===== src/rtl/tmrPkg.sv =====
`timescale 1ns/1ps
package tmrPkg;
  localparam int TMR_CH = 4;
  localparam int ADDR_W = 4;
  localparam int FLAG_W = 7;
  localparam int MODE_W = 3 * TMR_CH;
  localparam int CC_BASE = 8;

  localparam logic [ADDR_W-1:0] ADR_CTRL   = 4'h0;
  localparam logic [ADDR_W-1:0] ADR_IEN    = 4'h1;
  localparam logic [ADDR_W-1:0] ADR_STAT   = 4'h2;
  localparam logic [ADDR_W-1:0] ADR_EVGEN  = 4'h3;
  localparam logic [ADDR_W-1:0] ADR_MODE   = 4'h4;
  localparam logic [ADDR_W-1:0] ADR_RELOAD = 4'h5;
  localparam logic [ADDR_W-1:0] ADR_COUNT  = 4'h6;

  // flag / event bit positions
  localparam int F_UPD = 0;
  localparam int F_CH0 = 1;
  localparam int F_TRG = 6;
  localparam logic [FLAG_W-1:0] FLAG_MASK = 7'b101_1111;

  // control register bits
  localparam int C_RUN = 0;
  localparam int C_UDIS = 1;
  localparam int C_USRC = 2;

  typedef struct packed {
    logic              reinit;
    logic              cntLoad;
    logic [TMR_CH-1:0] ccLoad;
    logic [TMR_CH-1:0] ccGrab;
  } dpStrobe_t;

  typedef struct packed {
    logic              ovf;
    logic [TMR_CH-1:0] cmpHit;
    logic [TMR_CH-1:0] capHit;
  } dpEvent_t;
endpackage


===== src/rtl/tmrDatapath.sv =====
`timescale 1ns/1ps
module tmrDatapath import tmrPkg::*; #(
  parameter int CNT_W = 16
) (
  input  logic                           clk,
  input  logic                           rstN,
  input  dpStrobe_t                      strobe,
  input  logic [CNT_W-1:0]               wrData,
  input  logic                           run,
  input  logic [CNT_W-1:0]               reload,
  input  logic [TMR_CH-1:0]              capMode,
  input  logic [2*TMR_CH-1:0]            edgeSel,
  input  logic [TMR_CH-1:0]              capIn,
  output logic [CNT_W-1:0]               cnt,
  output logic [TMR_CH-1:0][CNT_W-1:0]   ccVal,
  output dpEvent_t                       evt
);
  localparam logic [CNT_W-1:0] ONE = CNT_W'(1);

  logic              atTop;
  logic [TMR_CH-1:0] capPrev;
  logic [TMR_CH-1:0] capHitV;
  logic [TMR_CH-1:0] cmpHitV;
  logic [TMR_CH-1:0] riseV;
  logic [TMR_CH-1:0] fallV;

  assign atTop = (cnt == reload);

  always_ff @(posedge clk or negedge rstN) begin
    if (!rstN)                cnt <= '0;
    else if (strobe.reinit)   cnt <= '0;
    else if (strobe.cntLoad)  cnt <= wrData;
    else if (run)             cnt <= atTop ? '0 : cnt + ONE;
  end

  always_ff @(posedge clk or negedge rstN) begin
    if (!rstN) capPrev <= '0;
    else       capPrev <= capIn;
  end

  assign riseV = capIn & ~capPrev;
  assign fallV = ~capIn & capPrev;

  always_comb begin
    for (int i = 0; i < TMR_CH; i++) begin
      logic hit;
      if (edgeSel[2*i]) hit = edgeSel[2*i+1] ? (riseV[i] | fallV[i]) : fallV[i];
      else              hit = riseV[i];
      capHitV[i] = capMode[i] && hit;
      cmpHitV[i] = !capMode[i] && run &&
                   ((cnt == ccVal[i]) || ((ccVal[i] > reload) && atTop));
    end
  end

  always_comb begin
    evt.ovf    = run && atTop && !strobe.reinit && !strobe.cntLoad;
    evt.cmpHit = cmpHitV;
    evt.capHit = capHitV;
  end

  always_ff @(posedge clk or negedge rstN) begin
    if (!rstN) begin
      ccVal <= '0;
    end else begin
      for (int i = 0; i < TMR_CH; i++) begin
        if (capHitV[i] || strobe.ccGrab[i]) ccVal[i] <= cnt;
        else if (strobe.ccLoad[i])          ccVal[i] <= wrData;
      end
    end
  end
endmodule


===== src/rtl/tmrCtrl.sv =====
`timescale 1ns/1ps
module tmrCtrl import tmrPkg::*; #(
  parameter int CNT_W = 16
) (
  input  logic                         clk,
  input  logic                         rstN,
  input  logic                         wrEn,
  input  logic                         rdEn,
  input  logic [ADDR_W-1:0]            addr,
  input  logic [CNT_W-1:0]             wrData,
  input  logic                         extTrig,
  input  dpEvent_t                     evt,
  input  logic [CNT_W-1:0]             cnt,
  input  logic [TMR_CH-1:0][CNT_W-1:0] ccVal,
  output dpStrobe_t                    strobe,
  output logic                         run,
  output logic                         updDis,
  output logic                         urs,
  output logic [CNT_W-1:0]             reload,
  output logic [TMR_CH-1:0]            capMode,
  output logic [2*TMR_CH-1:0]          edgeSel,
  output logic [FLAG_W-1:0]            flags,
  output logic [FLAG_W-1:0]            ien,
  output logic [CNT_W-1:0]             rdData
);
  logic [2:0]        ctrlReg;
  logic [MODE_W-1:0] modeReg;
  logic              evWr;
  logic [TMR_CH-1:0] ccGen;
  logic [FLAG_W-1:0] flagSet;
  logic [FLAG_W-1:0] flagClr;

  assign run    = ctrlReg[C_RUN];
  assign updDis = ctrlReg[C_UDIS];
  assign urs    = ctrlReg[C_USRC];
  assign evWr   = wrEn && (addr == ADR_EVGEN);

  for (genvar g = 0; g < TMR_CH; g++) begin : gMode
    assign capMode[g]       = modeReg[3*g];
    assign edgeSel[2*g]     = modeReg[3*g+1];
    assign edgeSel[2*g+1]   = modeReg[3*g+2];
  end

  // event strobes toward the datapath
  always_comb begin
    strobe         = '0;
    strobe.reinit  = (evWr && wrData[F_UPD]) || extTrig;
    strobe.cntLoad = wrEn && (addr == ADR_COUNT);
    for (int i = 0; i < TMR_CH; i++) begin
      ccGen[i]          = evWr && wrData[F_CH0+i];
      strobe.ccLoad[i]  = wrEn && (addr == ADDR_W'(CC_BASE + i));
      strobe.ccGrab[i]  = ccGen[i] && capMode[i];
    end
  end

  // flag set / clear sources
  always_comb begin
    flagSet = '0;
    flagClr = '0;
    flagSet[F_UPD] = (evt.ovf && !updDis) || (strobe.reinit && !updDis && !urs);
    for (int i = 0; i < TMR_CH; i++) begin
      flagSet[F_CH0+i] = evt.cmpHit[i] || evt.capHit[i] || ccGen[i];
      if (rdEn && (addr == ADDR_W'(CC_BASE + i)) && capMode[i])
        flagClr[F_CH0+i] = 1'b1;
    end
    flagSet[F_TRG] = evWr && wrData[F_TRG];
    if (wrEn && (addr == ADR_STAT)) flagClr = flagClr | ~wrData[FLAG_W-1:0];
  end

  always_ff @(posedge clk or negedge rstN) begin
    if (!rstN) begin
      ctrlReg <= '0;
      modeReg <= '0;
      ien     <= '0;
      reload  <= '1;
      flags   <= '0;
    end else begin
      if (wrEn && addr == ADR_CTRL)   ctrlReg <= wrData[2:0];
      if (wrEn && addr == ADR_MODE)   modeReg <= wrData[MODE_W-1:0];
      if (wrEn && addr == ADR_IEN)    ien     <= wrData[FLAG_W-1:0] & FLAG_MASK;
      if (wrEn && addr == ADR_RELOAD) reload  <= wrData;
      flags <= ((flags & ~flagClr) | flagSet) & FLAG_MASK;
    end
  end

  always_comb begin
    rdData = '0;
    case (addr)
      ADR_CTRL:   rdData = CNT_W'(ctrlReg);
      ADR_IEN:    rdData = CNT_W'(ien);
      ADR_STAT:   rdData = CNT_W'(flags);
      ADR_MODE:   rdData = CNT_W'(modeReg);
      ADR_RELOAD: rdData = reload;
      ADR_COUNT:  rdData = cnt;
      default: begin
        for (int i = 0; i < TMR_CH; i++)
          if (addr == ADDR_W'(CC_BASE + i)) rdData = ccVal[i];
      end
    endcase
  end
endmodule


===== src/rtl/tmrFlagEvt.sv =====
`timescale 1ns/1ps
module tmrFlagEvt import tmrPkg::*; #(
  parameter int CNT_W = 16
) (
  input  logic               clk,
  input  logic               rstN,
  input  logic               wrEn,
  input  logic               rdEn,
  input  logic [ADDR_W-1:0]  addr,
  input  logic [CNT_W-1:0]   wrData,
  output logic [CNT_W-1:0]   rdData,
  input  logic [TMR_CH-1:0]  capIn,
  input  logic               extTrig,
  output logic               irqUpd,
  output logic [TMR_CH-1:0]  irqCc,
  output logic               irqTrg
);
  dpStrobe_t                    strobe;
  dpEvent_t                     evt;
  logic                         runCfg;
  logic                         updDis;
  logic                         urs;
  logic [CNT_W-1:0]             reloadVal;
  logic [CNT_W-1:0]             cntVal;
  logic [TMR_CH-1:0][CNT_W-1:0] ccVal;
  logic [TMR_CH-1:0]            capMode;
  logic [2*TMR_CH-1:0]          edgeSel;
  logic [FLAG_W-1:0]            flagVec;
  logic [FLAG_W-1:0]            ienVec;

  tmrCtrl #(.CNT_W(CNT_W)) uCtrl (
    .clk(clk), .rstN(rstN), .wrEn(wrEn), .rdEn(rdEn), .addr(addr),
    .wrData(wrData), .extTrig(extTrig), .evt(evt), .cnt(cntVal),
    .ccVal(ccVal), .strobe(strobe), .run(runCfg), .updDis(updDis),
    .urs(urs), .reload(reloadVal), .capMode(capMode), .edgeSel(edgeSel),
    .flags(flagVec), .ien(ienVec), .rdData(rdData)
  );

  tmrDatapath #(.CNT_W(CNT_W)) uDp (
    .clk(clk), .rstN(rstN), .strobe(strobe), .wrData(wrData),
    .run(runCfg), .reload(reloadVal), .capMode(capMode),
    .edgeSel(edgeSel), .capIn(capIn), .cnt(cntVal), .ccVal(ccVal),
    .evt(evt)
  );

  assign irqUpd = flagVec[F_UPD] & ienVec[F_UPD];
  assign irqCc  = flagVec[F_CH0 +: TMR_CH] & ienVec[F_CH0 +: TMR_CH];
  assign irqTrg = flagVec[F_TRG] & ienVec[F_TRG];
endmodule


===== config.mk =====
export PLATFORM = sky130hd
export DESIGN_NAME = tmrFlagEvt
export DESIGN_NICKNAME = d
export VERILOG_FILES = /design/src/rtl/tmrPkg.sv /design/src/rtl/tmrDatapath.sv /design/src/rtl/tmrCtrl.sv /design/src/rtl/tmrFlagEvt.sv
export SDC_FILE = /design/constraint.sdc
export NUM_CORES = 1
export LEC_CHECK = 0
export BUFFER_PORTS_ARGS = -buffer_cell sky130_fd_sc_hd__buf_2
export CORE_UTILIZATION = 40
export CTS_CLUSTER_SIZE = 20
export DETAILED_ROUTE_END_ITERATION = 10
export MAX_ROUTING_LAYER = met4
export PLACE_DENSITY = 0.55
export SLEW_MARGIN = 20
export SYNTH_ARGS = -nofsm -noshare
export SYNTH_HDL_FRONTEND = slang
export SYNTH_HIERARCHICAL = 1
export SYNTH_SLANG_ARGS = --single-unit
export TNS_END_PERCENT = 10

===== constraint.sdc =====
create_clock -name clk -period 2.1 [get_ports clk]
set_input_delay 0.21 -clock clk [delete_from_list [all_inputs] [get_ports clk]]
set_output_delay 0.21 -clock clk [all_outputs]
set_load 0.01 [all_outputs]

Word-level counts from Yosys, hierarchy flattened
Cells that the tools add are included.
Operators by class
  add/sub/neg operators: 1
  order comparisons: 4
  equal/unequal tests: 15
  mux-type cells: 30
  bitwise gates (word level): 16
  reduce and logical (&&, ||, !) cells: 83
Operators with widths (count)
  two-way mux 16 bit: 16
  one-hot mux 16 bit (6 select lines): 1
  equality test 16 bit: 5
  greater-than comparator 16 bit: 4
  logical AND 1 bit: 51
  logical OR 1 bit: 18
  adder 16 x 1 -> 16 bit (second input constant): 1
  equality test 4 bit (second input constant): 4
  NOT 7 bit: 2
  bitwise AND 4 bit: 3
  equality test 4 x 3 -> 1 bit (second input constant): 3
  two-way mux 1 bit: 12
  equality test 4 x 2 -> 1 bit (second input constant): 2
  zero test 1 bit: 8
  NOT 4 bit: 2
  nonzero test 2 bit: 4
  bitwise AND 7 bit: 1
  two-way mux 7 bit: 1
  bitwise OR 5 x 7 -> 7 bit: 1
  bitwise OR 7 bit: 1
  equality test 4 x 1 -> 1 bit (second input constant): 1
  zero test 4 bit: 1
  bitwise OR 1 bit: 4
  nonzero test 3 bit: 1
  bitwise AND 1 bit: 2
Word-level totals
  flip-flop bits (word level): 127
  input port bits: 29
  output and inout port bits: 22

Logic depth before layout (Yosys ltp)
Gate-level depths: netlist (run 1).
  word-level depth: 10
  depth in mapped cells: 12
  mapped depth without buffers: 9

Hierarchy
Netlist (run 1), hierarchy kept.
By module, submodules not included
  tmrDatapath: instances 1, cells each 785, area an instance 6906.6 um^2, sequential area each 2102.0 um^2
  tmrCtrl: instances 1, cells each 274, area an instance 3076.7 um^2, sequential area each 1096.1 um^2
  tmrFlagEvt: instances 1, cells each 6, area an instance 37.5 um^2, sequential area each 0.0 um^2

Least setup slack after synthesis (run 1)
Ideal clock, no wire load.
  kind: input to register
  from: input addr[2]
  to: register uDp/ccVal[10] in the netlist's numbering
  library setup time: 0.137 ns
  arrival: 2.148 ns
  required time: 1.963 ns
  setup slack: -0.185 ns
  stages on the path: 10
  path through: buf_4 > nor2b_1 > buf_2 > buf_2 > nand2_1 > nor3_1 > clkbuf_1 > clkbuf_1 > mux2i_1 > a21oi_1
RTL lines
  start, declared: RTL line tmrFlagEvt.sv:9  | input logic [ADDR_W-1:0] addr,
  end signal, assigned by index: RTL line tmrDatapath.sv:66  | if (capHitV[i] || strobe.ccGrab[i]) ccVal[i] <= cnt;
  end signal, assigned by index: RTL line tmrDatapath.sv:67  | else if (strobe.ccLoad[i]) ccVal[i] <= wrData;
  end, declared: RTL line tmrDatapath.sv:15  | output logic [TMR_CH-1:0][CNT_W-1:0] ccVal,

==> metrics.csv, run 1 <==
metric,value,unit
"Req. time, crit path",2460,ps
Least-Margin Pin Slew,565,ps
Max Freq,448,MHz
core outline area,24400,um^2
# setup viols final,20,
maximum fanout along the worst path,4,
hold depth,2,
WP buf/inv,1,
final cycle utilization of the critical path,106,%
Iteration-0 DRC Markers,916,
Routed Antenna Nets,0,
Clock Sinks,127,
status,finished with violations,
H-tree levels,4,
setup TNS,-1370,ps
crit path cell chain,buf_12 > xnor2_1 > nand4_1 > or4_4 > nor2_2 > a31o_2 > nor2_1 > o21ai_1,
Setup WS post-layout,-134,ps
leakage,0.00565,uW
routed len/inst,26.1,um
Syn. warnings,6,
peak supply drop,508,uV
largest net degree at the start of global routing,47,
Fin. Hold Viols,0,
crit path time final,2230,ps
layout cell share with drive strength beyond 1,34.4,%
Ports,51,
Placer Congestion,0.966,
WL final,40600,um
WHS,104,ps
Clock transition at path regs,60,ps
I/O Buffers,50,
Crit path max-delay family,simple AND/OR/NAND/NOR gates,
DPL Wire Length,30300,um
# rows,57,
Critical Path AT,2600,ps
nets,1320,
DIE HEIGHT,160,um
initial antenna violation count,1,
die area,25600,um^2
Max clock buf depth,2,
first-pass GRT wire length,60800,um
CTS tree,built,
Synth Cell Area,10000,um^2
die width,160,um
Slew HR,62.0,%
Slew Limit Fails,0,
Setup crit end kind,register,
router iterations before antenna repair,7,
number of max-cap violations,0,
total power,15600,uW
Mapped Cells,1062,
post-layout util,53.3,%
Root Buffer,clkbuf_16,
Pwr Density,1200,nW/um^2
Initial Util,41.0,%
TritonCTS Buffers,17,
Layout area overhead,29.9,%
Skew-Pair Late Insertion Delay,440,ps
Levels on crit path,8,
pre-CTS setup slack,-288,ps
Reg2Reg Depth,8,
CP Launch Type,register,
slowest cell delay on critical path,580,ps
min-delay worst type,in2reg,
critical path class,reg2reg,
Crit-path slowest cell,dfstp_2,
Post-Syn Nets,1164,
# diodes,0,
Worst Clk Skew,12.0,ps
vias,9164,
GRT Util Overall,33.6,%
Mapped Avg Cell Area,9.42,um^2
GRT overflow,0,
RSZ-0062 raised after global routing,true,
violated checks,setup timing,
vias in the first global route,9110,
number of vias per cell,5.89,
DRC,0,
## registers in the layout, summed over array words and instances (netlist names)
signal         cells
uDp/ccVal         64
uCtrl/reload      16
uDp/cnt           16
uCtrl/modeReg     12
uCtrl/flags        6
uCtrl/ien          6
uDp/capPrev        4
uCtrl/ctrlReg      3
## path summary, 6_finish.rpt
check | startpoint | to | slack [ps]
worst max-delay path | uCtrl/reload[4] | uCtrl/flags[2] | -130
worst min-delay path | wrData[14] | uCtrl/reload[14] | 100
worst max register to register | uCtrl/reload[4] | uCtrl/flags[2] | -130
worst min register to register | uCtrl/ien[0] | uCtrl/ien[0] | 540
max in group asynchronous | rstN | uCtrl/reload[1] | 1130
min in group asynchronous | rstN | uDp/ccVal[25] | 280
## repair_timing
item | 4_1_cts | 5_1_grt
setup endpoints to repair | 25 | 32
setup buffers | 12 | 0
hold buffers | 5 | 0
resized for setup | 75 | 41
hold endpoints to repair | 36 | 0
gates cloned | 0 | 0
pin swaps | 39 | 33
## per-layer routing
| metal | GRT usage, % | part of all wire [%] |
|---|---|---|
| met1 | 45.4 | 44 |
| met2 | 50.3 | 45 |
| met3 | 5.82 | 7.0 |
| met4 | 12.1 | 4.0 |
| met5 | - | 0 |
## layout make-up
| cell class | count | area [um^2] |
|---|---|---|
| clock inverters | 14 | 181 |
| repair buffers | 212 | 1770 |
| flip-flops and latches | 127 | 3200 |
| multi-input cells | 816 | 6820 |
| clock buffers | 18 | 439 |
| inverters | 44 | 170 |
| fillers | 2259 | 11400 |
| well taps | 324 | 405 |
## worst register-to-register path, cell delays in order (launching register included)
cell and delay [ps]:
dfstp_2 580, buf_12 120, xnor2_1 170, nand4_1 210, or4_4 470, nor2_2 250, a31o_2 240, nor2_1 50
o21ai_1 60
## power by group
part / switching (uW) / internal, uW
logic: 4050 / 3810
clock network: 1310 / 1920
registers: 1190 / 3350
## layout by cell type (no fill, tap or decap), types with 11 or more instances in the layout
| master | count |
|---|---|
| ha_1 | 50 |
| buf_6 | 15 |
| buf_4 | 124 |
| xnor2_1 | 23 |
| buf_2 | 49 |
| a21oi_2 | 16 |
| clkbuf_16 | 17 |
| inv_1 | 29 |
| mux2i_1 | 69 |
| inv_2 | 13 |
| nand2_1 | 50 |
| buf_12 | 18 |
| xor2_1 | 49 |
| nand4_1 | 29 |
| mux4_2 | 17 |
| nor4_1 | 16 |
| nor2b_1 | 16 |
| o21ai_0 | 17 |
| dfstp_2 | 16 |
| ha_4 | 22 |
| mux2_2 | 22 |
| a21o_1 | 19 |
| nor2_1 | 95 |
| a21oi_1 | 100 |
| and2_1 | 11 |
| nand3_1 | 12 |
| dfrtp_1 | 108 |
## metrics by stage
stage | std cells | cell area, um^2
5_1_grt | 1555 | 13000
2_1_floorplan | 1062 | 10000
3_5_place_dp | 1508 | 11600
4_1_cts | 1556 | 12800
6_report | 1555 | 13000
3_3_place_gp | 1508 | 11600
(Power assumes the default switching activity.)
==> run 2, diff against run 1 <==
- REMOVE_ABC_BUFFERS: not set -> 1
- SETUP_SLACK_MARGIN: not set -> 0.5
==> metrics.csv, run 2 (same netlist as run 1, synthesis figures left out) <==
metric,value,unit
Setup WS post-layout,-184,ps
Reg2Reg Depth,8,
layout cell share with drive strength beyond 1,40.9,%
"Req. time, crit path",2420,ps
crit path time final,2280,ps
min-delay src,wrData[15],
TritonCTS Buffers,17,
max reg flops,64,
Setup crit end kind,register,
WL final,40300,um
peak supply drop,472,uV
Slew HR,54.0,%
GRT Util Overall,32.5,%
grt met3 use,4.47,%
met2 GRT Util,50.9,%
RSZ-0062 raised after global routing,true,
CTS tree,built,
DIE HEIGHT,160,um
Pwr Density,1140,nW/um^2
net load switching power,6490,uW
hold depth,3,
Clock Sinks,127,
met1 Track Usage GR,43.3,%
Max clock buf depth,2,
fraction of power consumed by sequential logic,29.4,%
Largest Register,uDp/ccVal,
GRT overflow,0,
largest net degree at the start of global routing,54,
final cycle utilization of the critical path,109,%
Placed Cells,1524,
I/O Buffers,50,
clock network fraction of total power,19.9,%
Max Freq,438,MHz
critical path class,reg2reg,
Critical Path AT,2610,ps
r2r startpoint,uCtrl/reload[11],
maximum fanout along the worst path,4,
number of vias per cell,5.90,
Hold EP,uDp/cnt[15],
# rows,57,
# setup viols final,24,
core outline area,24400,um^2
vias,9270,
Placer Congestion,1.03,
H-tree levels,4,
routed len/inst,25.6,um
die area,25600,um^2
Iteration-0 DRC Markers,798,
router iterations before antenna repair,5,
Fill cells,2203,
initial antenna violation count,0,
total power,15400,uW
min-delay worst type,in2reg,
die width,160,um
fin area,13500,um^2
switch share,42.2,%
Ports,51,
CP Launch Type,register,
violated checks,setup timing,
Top Registers,"uDp/ccVal x64, uCtrl/reload x16, uDp/cnt x16",
internal power,8890,uW
Routed Antenna Nets,0,
Fin. Hold Viols,0,
nets,1334,
Layout area overhead,35.0,%
Root Buffer,clkbuf_16,
first-pass GRT wire length,59500,um
most frequent cells in the layout,"122 x buf_4, 109 x dfrtp_1, 69 x mux2i_1",
Top Usage Layer GRT,met2,
status,finished with violations,
"most common cell after layout, fill and taps aside",buf_4,
vias in the first global route,9242,
final cell count without fillers,1570,
Initial Util,41.0,%
Least-Margin Pin Slew,690,ps
Clock transition at path regs,60,ps
"setup slack, reg-to-reg",-180,ps
Slew Limit Fails,0,
Worst Clk Skew,11.0,ps
setup TNS,-2540,ps
Post-Place Cell Area,11700,um^2
DRC,0,
number of max-cap violations,0,
leakage,0.00576,uW
FF-to-FF End,uCtrl/flags[4],
combinational power share,50.7,%
Skew-Pair Late Insertion Delay,440,ps
DPL Wire Length,29600,um
## run 2: worst max path at each step
stage | from | end | slack [ps]
6_report | uCtrl/reload[11] | uCtrl/flags[4] | -180
3_3_place_gp | uCtrl/reload[14] | uCtrl/flags[4] | -460
3_5_place_dp | uCtrl/reload[15] | uCtrl/flags[4] | -330
4_1_cts | uCtrl/reload[11] | uDp/cnt[12] | -150
2_1_floorplan | addr[3] | uDp/ccVal[0] | -1110
5_1_grt | uCtrl/reload[13] | uCtrl/flags[4] | -240
## run 2: layout make-up
type	instances	area, um^2	share of cell area, %
Antenna cell	1	2.50	0.0185
Clock buffer	18	439	3.25
Clock inverter	14	143	1.06
Inverter	44	165	1.22
Multi-Input combinational cell	816	7190	53.2
Sequential cell	127	3200	23.7
Tap cell	324	405	3.00
Timing Repair Buffer	226	1960	14.5
## run 2: through the flow
| stage | hold WS (ps) | setup slack (ps) | util, % |
|---|---|---|---|
| 5_1_grt | 109 | -239 | 55.4 |
| 2_1_floorplan | -85.6 | -1110 | - |
| 4_1_cts | 83.5 | -152 | 53.2 |
| 3_3_place_gp | 149 | -456 | 47.9 |
| 6_report | 95.7 | -184 | 55.4 |
| 3_5_place_dp | 150 | -334 | 47.9 |
## run 2: critical path, stage by stage (launching register included)
cell,delay (ps)
dfstp_2,620
inv_2,90
ha_1,330
nand4_1,220
nor4_4,360
a21oi_1,110
a31o_2,260
nor2_2,100
o21ai_1,70
## run 2: power by group through the flow
stage | registers, uW | clock network [uW] | logic [uW]
after floorplan | 4200 | 0 | 3750
after global placement | 4480 | 0 | 6560
after detailed placement | 4480 | 0 | 6580
after CTS | 4480 | 3090 | 7200
after global routing | 4630 | 3170 | 8330
final | 4520 | 3060 | 7800
## run 2: layer usage
layer	wire, um	share of wire [%]
met2	18900	47
met5	0	0
met4	1120	2.8
met3	2290	5.7
met1	18000	45
## run 2: timing repair
item / CTS / global route
cloned: 1 / 0
setup endpoints to repair: 101 / 101
setup buffers: 6 / 1
hold buffers: 5 / 0
resized for setup: 163 / 112
hold endpoints to repair: 35 / 0
pin swaps: 87 / 75
==> run 3, diff against run 2 <==
- SETUP_SLACK_MARGIN: 0.5 -> 0.15
==> metrics.csv, run 3 (same netlist as run 1, synthesis figures left out) <==
metric,value,unit
status,finished with violations,
violated checks,setup timing,
final cycle utilization of the critical path,110,%
Slew Limit Fails,0,
area of the multi-input gates,6430,um^2
nets,1334,
router iterations before antenna repair,5,
Layout area overhead,27.0,%
met1 Track Usage GR,43.2,%
Crit-path slowest cell,dfstp_2,
Skew-Pair Late Insertion Delay,440,ps
CTS tree,built,
Root Buffer,clkbuf_16,
Iteration-0 DRC Markers,710,
Reg area,3200,um^2
Clock Sinks,127,
first-pass GRT wire length,58300,um
number of vias per cell,5.83,
layout cell share with drive strength beyond 1,30.9,%
peak supply drop,465,uV
DRC,0,
crit path time final,2310,ps
GRT overflow,0,
"most common cell after layout, fill and taps aside",buf_4,
crit path cell chain,inv_2 > ha_1 > nand4_1 > nor4_4 > a21oi_1 > a31o_2 > nor2_2 > o21ai_1,
# rows,57,
Clock transition at path regs,60,ps
routed len/inst,25.0,um
Largest Register,uDp/ccVal,
WL final,39300,um
Top Registers,"uDp/ccVal x64, uCtrl/reload x16, uDp/cnt x16",
most frequent cells in the layout,"125 x buf_4, 110 x dfrtp_1, 102 x a21oi_1",
Setup crit end kind,register,
initial antenna violation count,0,
max reg flops,64,
vias,9154,
largest net degree at the start of global routing,54,
Pwr Density,1160,nW/um^2
met2 GRT Util,49.6,%
die width,160,um
Ports,51,
Fin. Hold Viols,0,
Max Freq,433,MHz
Fill cells,2295,
Setup WS post-layout,-210,ps
DPL Wire Length,29600,um
H-tree levels,4,
number of max-cap violations,0,
Top Usage Layer GRT,met2,
# setup viols final,24,
leakage,0.00572,uW
critical path class,reg2reg,
core outline area,24400,um^2
vias in the first global route,8980,
Routed Antenna Nets,0,
Placer Congestion,1.03,
TritonCTS Buffers,17,
"Req. time, crit path",2420,ps
Least-Margin Pin Slew,676,ps
WHS,95.0,ps
die area,25600,um^2
slowest cell delay on critical path,640,ps
CP Launch Type,register,
I/O Buffers,50,
maximum fanout along the worst path,4,
Max clock buf depth,2,
Crit path max-delay family,simple AND/OR/NAND/NOR gates,
min-delay worst type,in2reg,
GRT Util Overall,32.0,%
RSZ-0062 raised after global routing,true,
Critical Path AT,2630,ps
DIE HEIGHT,160,um
WP buf/inv,1,
grt met3 use,4.65,%
Slew HR,55.0,%
Initial Util,41.0,%
Worst Clk Skew,12.4,ps
setup TNS,-2390,ps
## run 3: worst register-to-register path: cells and delay by family, from the launching register on
family                   cells  cell delay [ps]
AND/OR/NAND/NOR              3              690
flip-flops                   1              640
AO/OA/AOI/OAI                3              440
adder cells (fa/ha/maj)      1              330
buffers and inverters        1               90
## run 3: through the flow
stage,instance area (um^2),setup WS (ps),utilization (%),std cells,power [uW]
finish,12700,-210,52.1,1570,14700
global route,12700,-241,52.1,1569,15400
CTS,12500,-150,51.3,1567,14400
detailed placement,11700,-334,47.9,1524,11100
global placement,11700,-456,47.9,1524,11000
floorplan,9580,-1110,-,987,7950
## run 3: worst paths after layout
| path | from | end | slack, ps | cells after the start |
|---|---|---|---|---|
| setup / recovery | uCtrl/reload[11] | uCtrl/flags[4] | -210 | 8 |
| hold / removal | wrData[15] | uDp/cnt[15] | 90 | 3 |
| setup reg to reg | uCtrl/reload[11] | uCtrl/flags[4] | -210 | 8 |
| hold reg to reg | uCtrl/ien[3] | uCtrl/ien[3] | 530 | 1 |
| max in group asynchronous | rstN | uCtrl/reload[1] | 1130 | 3 |
| min in group asynchronous | rstN | uDp/ccVal[9] | 260 | 2 |
## run 3: cell type report
type                            count  share of cell area [%]
Antenna cell                        1                  0.0197
Clock buffer                       18                    3.46
Clock inverter                     14                    1.12
Inverter                           44                    1.30
Multi-Input combinational cell    816                    50.7
Sequential cell                   127                    25.2
Tap cell                          324                    3.19
Timing Repair Buffer              226                    15.1
## run 3: layer usage
layer | vias to the layer above | wire, um
met5 | - | 0
met4 | 0 | 1010
met3 | 54 | 2350
met2 | 355 | 18300
met1 | 4553 | 17600
li1 | 4192 | -
## run 3: where the power goes
group,internal [uW],leakage [uW],total [uW],switching [uW]
Combinational,3460,0.00393,7140,3680
Clock,1780,0.000282,3050,1280
Sequential,3350,0.00151,4510,1160
Total,8590,0.00572,14700,6110
## run 3: timing repair
item / in CTS / in global routing
gates resized for setup: 45 / 32
endpoints found under the hold margin: 35 / 0
gates cloned: 0 / 1
buffers inserted: 6 / 1
setup endpoints to repair: 35 / 78
hold buffers: 5 / 0
pin swaps: 21 / 14
